===== src/rtl/adc_rx_pkg.sv =====
package adc_rx_pkg;

  localparam int DEF_SAMPLE_W = 12;
  localparam int DEF_LANES    = 2;

  // Word bit index of half-bit slot t (0 = earliest) on lane l.
  function automatic int slot_to_pos(int width, int lanes, int t, int l);
    return width - 1 - (t * lanes + l);
  endfunction

endpackage


===== src/rtl/adc_rx_lane_ddr.sv =====
module adc_rx_lane_ddr (
  input  logic       clk,
  input  logic       rst_n,
  input  logic       d,
  output logic [1:0] pair_q   // [0] rising-edge bit, [1] falling-edge bit
);

  logic rise_q;
  logic fall_q;

  always_ff @(negedge clk or negedge rst_n) begin
    if (!rst_n) fall_q <= 1'b0;
    else        fall_q <= d;
  end

  always_ff @(posedge clk or negedge rst_n) begin
    if (!rst_n) begin
      rise_q <= 1'b0;
      pair_q <= 2'b00;
    end else begin
      rise_q <= d;
      pair_q <= {fall_q, rise_q};
    end
  end

endmodule


===== src/rtl/adc_rx_frame_track.sv =====
module adc_rx_frame_track #(
  parameter int PAIRS   = 3,
  parameter int PHASE_W = 2
) (
  input  logic clk,
  input  logic rst_n,
  input  logic frame_mark,
  output logic locked,
  output logic last_pair,
  output logic word_start
);

  logic [1:0]         mark_hist;
  logic               mark_edge;
  logic [PHASE_W-1:0] phase;
  logic               wrap;

  assign mark_edge  = mark_hist[0] & ~mark_hist[1];
  assign wrap       = (phase == PHASE_W'(PAIRS - 1));
  assign last_pair  = wrap & locked;
  assign word_start = mark_edge | wrap;

  always_ff @(posedge clk or negedge rst_n) begin
    if (!rst_n) begin
      mark_hist <= 2'b00;
      phase     <= '0;
      locked    <= 1'b0;
    end else begin
      mark_hist <= {mark_hist[0], frame_mark};
      if (mark_edge) begin
        phase  <= '0;
        locked <= 1'b1;
      end else if (wrap) begin
        phase  <= '0;
      end else begin
        phase  <= phase + 1'b1;
      end
    end
  end

  AST_PHASE_RESTART: assert property (@(posedge clk) disable iff (!rst_n)
    mark_edge |=> !last_pair) else $error("marker did not restart word");

endmodule


===== src/rtl/adc_rx_word_build.sv =====
module adc_rx_word_build
  import adc_rx_pkg::*;
#(
  parameter int SAMPLE_W = 12,
  parameter int LANES    = 2,
  parameter int PAIRS    = 3
) (
  input  logic                        clk,
  input  logic                        rst_n,
  input  logic [LANES-1:0][1:0]       pair_bits,
  input  logic                        last_pair,
  input  logic                        word_start,
  input  logic                        fmt_offset,
  output logic [SAMPLE_W-1:0]         smp_word,
  output logic                        smp_valid
);

  localparam logic [SAMPLE_W-1:0] MSB_MASK = {1'b1, {(SAMPLE_W-1){1'b0}}};

  logic [PAIRS-2:0][LANES-1:0][1:0] hist;
  logic [PAIRS-1:0][LANES-1:0][1:0] all_pairs;
  logic [SAMPLE_W-1:0]              raw;
  logic                             fmt_act;

  assign all_pairs = {pair_bits, hist};

  always_comb begin
    raw = '0;
    for (int p = 0; p < PAIRS; p++) begin
      for (int s = 0; s < 2; s++) begin
        for (int l = 0; l < LANES; l++) begin
          raw[slot_to_pos(SAMPLE_W, LANES, 2 * p + s, l)] = all_pairs[p][l][s];
        end
      end
    end
  end

  always_ff @(posedge clk or negedge rst_n) begin
    if (!rst_n) begin
      hist      <= '0;
      fmt_act   <= 1'b0;
      smp_word  <= '0;
      smp_valid <= 1'b0;
    end else begin
      for (int i = 0; i < PAIRS - 2; i++) hist[i] <= hist[i+1];
      hist[PAIRS-2] <= pair_bits;
      if (word_start) fmt_act <= fmt_offset;
      smp_valid <= last_pair;
      if (last_pair) smp_word <= fmt_act ? (raw ^ MSB_MASK) : raw;
    end
  end

  AST_WORD_HOLD: assert property (@(posedge clk) disable iff (!rst_n)
    !smp_valid |-> $stable(smp_word)) else $error("word changed without strobe");

endmodule


===== src/rtl/ddr_adc_rx.sv =====
module ddr_adc_rx
  import adc_rx_pkg::*;
#(
  parameter int SAMPLE_W = DEF_SAMPLE_W,
  parameter int LANES    = DEF_LANES
) (
  input  logic                bit_clk,
  input  logic                rst_n,
  input  logic                frame_mark,
  input  logic [LANES-1:0]    lane_d,
  input  logic                fmt_offset,
  output logic [SAMPLE_W-1:0] smp_word,
  output logic                smp_valid
);

  localparam int BITS_PER_LANE = SAMPLE_W / LANES;
  localparam int PAIRS         = BITS_PER_LANE / 2;
  localparam int PHASE_W       = (PAIRS > 2) ? $clog2(PAIRS) : 1;

  logic [LANES-1:0][1:0] pair_bits;
  logic                  locked;
  logic                  last_pair;
  logic                  word_start;

  generate
    for (genvar g = 0; g < LANES; g++) begin : g_lane
      adc_rx_lane_ddr u_lane (
        .clk    (bit_clk),
        .rst_n  (rst_n),
        .d      (lane_d[g]),
        .pair_q (pair_bits[g])
      );
    end
  endgenerate

  adc_rx_frame_track #(.PAIRS(PAIRS), .PHASE_W(PHASE_W)) u_track (
    .clk        (bit_clk),
    .rst_n      (rst_n),
    .frame_mark (frame_mark),
    .locked     (locked),
    .last_pair  (last_pair),
    .word_start (word_start)
  );

  adc_rx_word_build #(.SAMPLE_W(SAMPLE_W), .LANES(LANES), .PAIRS(PAIRS)) u_build (
    .clk        (bit_clk),
    .rst_n      (rst_n),
    .pair_bits  (pair_bits),
    .last_pair  (last_pair),
    .word_start (word_start),
    .fmt_offset (fmt_offset),
    .smp_word   (smp_word),
    .smp_valid  (smp_valid)
  );

  AST_VALID_SINGLE: assert property (@(posedge bit_clk) disable iff (!rst_n)
    smp_valid |=> !smp_valid) else $error("strobe longer than one cycle");
  AST_VALID_SPACING: assert property (@(posedge bit_clk) disable iff (!rst_n)
    smp_valid |-> !$past(smp_valid) && !$past(smp_valid, 2)) else $error("strobes too close");
  AST_NO_EARLY_VALID: assert property (@(posedge bit_clk) disable iff (!rst_n)
    $rose(locked) |-> !smp_valid) else $error("strobe at lock time");
  AST_VALID_LOCKED: assert property (@(posedge bit_clk) disable iff (!rst_n)
    smp_valid |-> locked) else $error("strobe without marker");

endmodule


===== config.mk =====
export PLATFORM = sky130hd
export DESIGN_NAME = ddr_adc_rx
export DESIGN_NICKNAME = d
export VERILOG_FILES = /design/src/rtl/adc_rx_pkg.sv /design/src/rtl/adc_rx_lane_ddr.sv /design/src/rtl/adc_rx_frame_track.sv /design/src/rtl/adc_rx_word_build.sv /design/src/rtl/ddr_adc_rx.sv
export SDC_FILE = /design/constraint.sdc
export NUM_CORES = 1
export LEC_CHECK = 0
export BUFFER_PORTS_ARGS = -buffer_cell sky130_fd_sc_hd__buf_2
export CAP_MARGIN = 20
export CORE_ASPECT_RATIO = 1.2
export CORE_UTILIZATION = 55
export CTS_CLUSTER_SIZE = 16
export DETAILED_ROUTE_END_ITERATION = 10
export PLACE_DENSITY = 0.89
export RECOVER_POWER = 25
export SLEW_MARGIN = 20
export SYNTH_ARGS = -nofsm -noshare
export SYNTH_HDL_FRONTEND = slang
export SYNTH_SLANG_ARGS = --single-unit

===== constraint.sdc =====
create_clock -name bit_clk -period 3.5 [get_ports bit_clk]
set_input_delay 0.525 -clock bit_clk [delete_from_list [all_inputs] [get_ports bit_clk]]
set_output_delay 0.525 -clock bit_clk [all_outputs]
set_load 0.1 [all_outputs]

==> metrics.md <==
| Metric | Value |
|---|---|
| CP Buf/Inv Count | `1` |
| Endpoints failing hold | `0` |
| CP top delay family | `buffers and inverters` |
| First-pass GRT wire length | `2370 um` |
| Synth Register Bits | `35` |
| Htree depth | `2` |
| Max_slew headroom | `65.3%` |
| Ys flop type | `dfrtp_1` |
| Core region area | `1870 sq um` |
| DRT Pass-1 Iters | `2` |
| Worst path arrival time | `0.63 ns` |
| CTS root buffer | `clkbuf_4` |
| Crit end category | `register` |
| Slowest stage delay, CP | `0.10 ns` |
| Synth async-reset ratio | `100%` |
| Outcome | `completed` |
| Share of layout cells above drive strength 1 | `44.7%` |
| Hold buffer count at cts | `0` |
| Vias in the first global route | `519` |
| Total number of vias | `527` |
| Final setup TNS | `0 ns` |
| Synth top cells by count | `33 x dfrtp_1, 7 x mux2_4, 5 x mux2_2` |
| Fin Hold WS | `0.121 ns` |
| Port Buf Inserts | `18` |
| Req. time, crit path | `1.92 ns` |
| Number of synthesized flops with an enable pin | `0` |
| Startpoint types | `primary input` |
| Residual DRC | `0` |
| Starting Density | `60.1%` |
| GRT overflow | `0` |
| Worst-margin pin slew | `0.520 ns` |
| Distinct cells, synth | `13` |
| DIE HEIGHT | `51.5 um` |
| Post-synthesis cell area | `1120 sq um` |
| Max-cap violations | `0` |
| Most frequent cell after synthesis | `dfrtp_1` |
| Synth warnings | `0` |
| R2R setup slack | `1.31 ns` |
| Syn_area_per_cell | `19.1 sq um` |
| Rows | `17` |
| TritonCTS clock tree | `built` |
| Antenna violations before repair | `0` |
| Synth area leader | `dfrtp_1` |
| Routed WL | `1270 um` |
| Clk Latency, worst-skew pair | `0.33 ns` |
| Syn nets | `65` |
| Sequential area share after synthesis | `77.9%` |
| Post-CTS Setup Inserts | `0` |
| Critical path type | `in -> reg` |
| Final Max Slew Viols | `0` |
| Yosys top cell area share | `73.4%` |
| Die width | `43.3 um` |
| Clock transition at path regs | `0.10 ns` |
| Number of diodes | `0` |
| CTS Sinks | `35` |
| Worst min path class | `in -> async` |
| Die area | `2230 sq um` |
| Via/cell ratio | `5.07` |
| DRT iter0 DRCs | `4` |
| Post-route ant nets | `0` |
| Nets | `90` |
| Synth area leaders | `dfrtp_1 73%, mux2_4 9.3%, mux2_2 5.0%` |
| Area grow syn2layout | `15.0%` |
| Post-cts resize count | `0` |
| Overall Global Routing Usage | `16.0%` |
| Crit-path cells | `buf_2` |
| Maximum clock path buffer count | `2` |
| Top Ports | `19` |
| Unrepaired setup endpoints after global routing | `no` |
| DR WL/cell | `12.3 um` |
| Largest net degree at the start of global routing | `27` |
| Worst Path Max Fanout | `2` |
| Final setup vio count | `0` |
| Mapped Cells | `59` |
| Cts bufs inserted | `5` |
| Placer Congestion | `0.641` |
| Final Skew | `0.0143 ns` |
| Crit-path slowest cell | `buf_2` |
## registers in the layout (all words and copies together), names as in the netlist
register              count
u_build.smp_word         12
u_build.all_pairs         8
g_lane.u_lane.pair_q      4
g_lane.u_lane.fall_q      2
g_lane.u_lane.rise_q      2
u_track.mark_hist         2
u_track.phase             2
u_build.fmt_act           1
u_build.smp_valid         1
u_track.locked            1
## cell usage in the layout, fill, tap and decap left out, types with 2 or more instances in the layout
cell type,n
dfrtn_1,2
inv_1,2
dfrtp_1,33
mux2_2,5
mux2_4,7
buf_2,17
o21ai_0,2
nand2b_1,2
clkbuf_4,5
clkbuf_1,2
## metal layers
metal  vias to the layer above  share of wire, %  track usage [%]  routed length, um
li1                        243                 -                -                  -
met1                       262                46             21.1                587
met2                        19                43             21.4                552
met3                         3               8.0             8.33                102
met4                         0               2.4             9.09                 30
met5                         -                 0                0                  0
## cell families (layout without fill, tap and decap cells)
logic type      count (synthesis)  in the layout  synth area share, %
flops                          35             35                 77.9
buf+inv                         3             29                 1.67
simple gates                    6              6                 4.45
xor+xnor                        1              1                0.779
compound gates                  2              2                0.890
mux                            12             12                 14.3
## per-stage QoR
stage          cells  utilization (%)  cell area [sq um]  worst slack [ns]
6_report         104             69.1               1290              1.30
5_1_grt          104             69.1               1290              1.22
4_1_cts          104             69.2               1290              1.31
3_5_place_dp      96             66.0               1230             0.965
3_3_place_gp      96             66.0               1230             0.969
2_1_floorplan     59                -               1120              1.08
## path summary, 6_finish.rpt
kind,startpoint,endpoint,cells after the start
max in group asynchronous,rst_n,g_lane[1].u_lane.fall_q$_DFF_NN0_,1
hold reg to reg,g_lane[0].u_lane.rise_q$_DFF_PN0_,g_lane[0].u_lane.pair_q[0]$_DFF_PN0_,0
min in group bit_clk,frame_mark,u_track.mark_hist[0]$_DFF_PN0_,1
setup / recovery,lane_d[1],g_lane[1].u_lane.fall_q$_DFF_NN0_,1
setup reg to reg,g_lane[1].u_lane.fall_q$_DFF_NN0_,g_lane[1].u_lane.pair_q[1]$_DFF_PN0_,0
hold / removal,rst_n,u_build.smp_word[1]$_DFFE_PN0P_,1
## cell type report
class,instances,area [sq um]
fill,140,578
sequential,35,876
clock buffer,7,55.1
tap,19,23.8
timing repair buffer,19,96.3
multi-input combinational,21,230
inverter,2,7.51
clock inverter,1,5.00
Power is not shown: default switching activity piles up to over one toggle a cycle in this logic, so the estimate is an artifact.
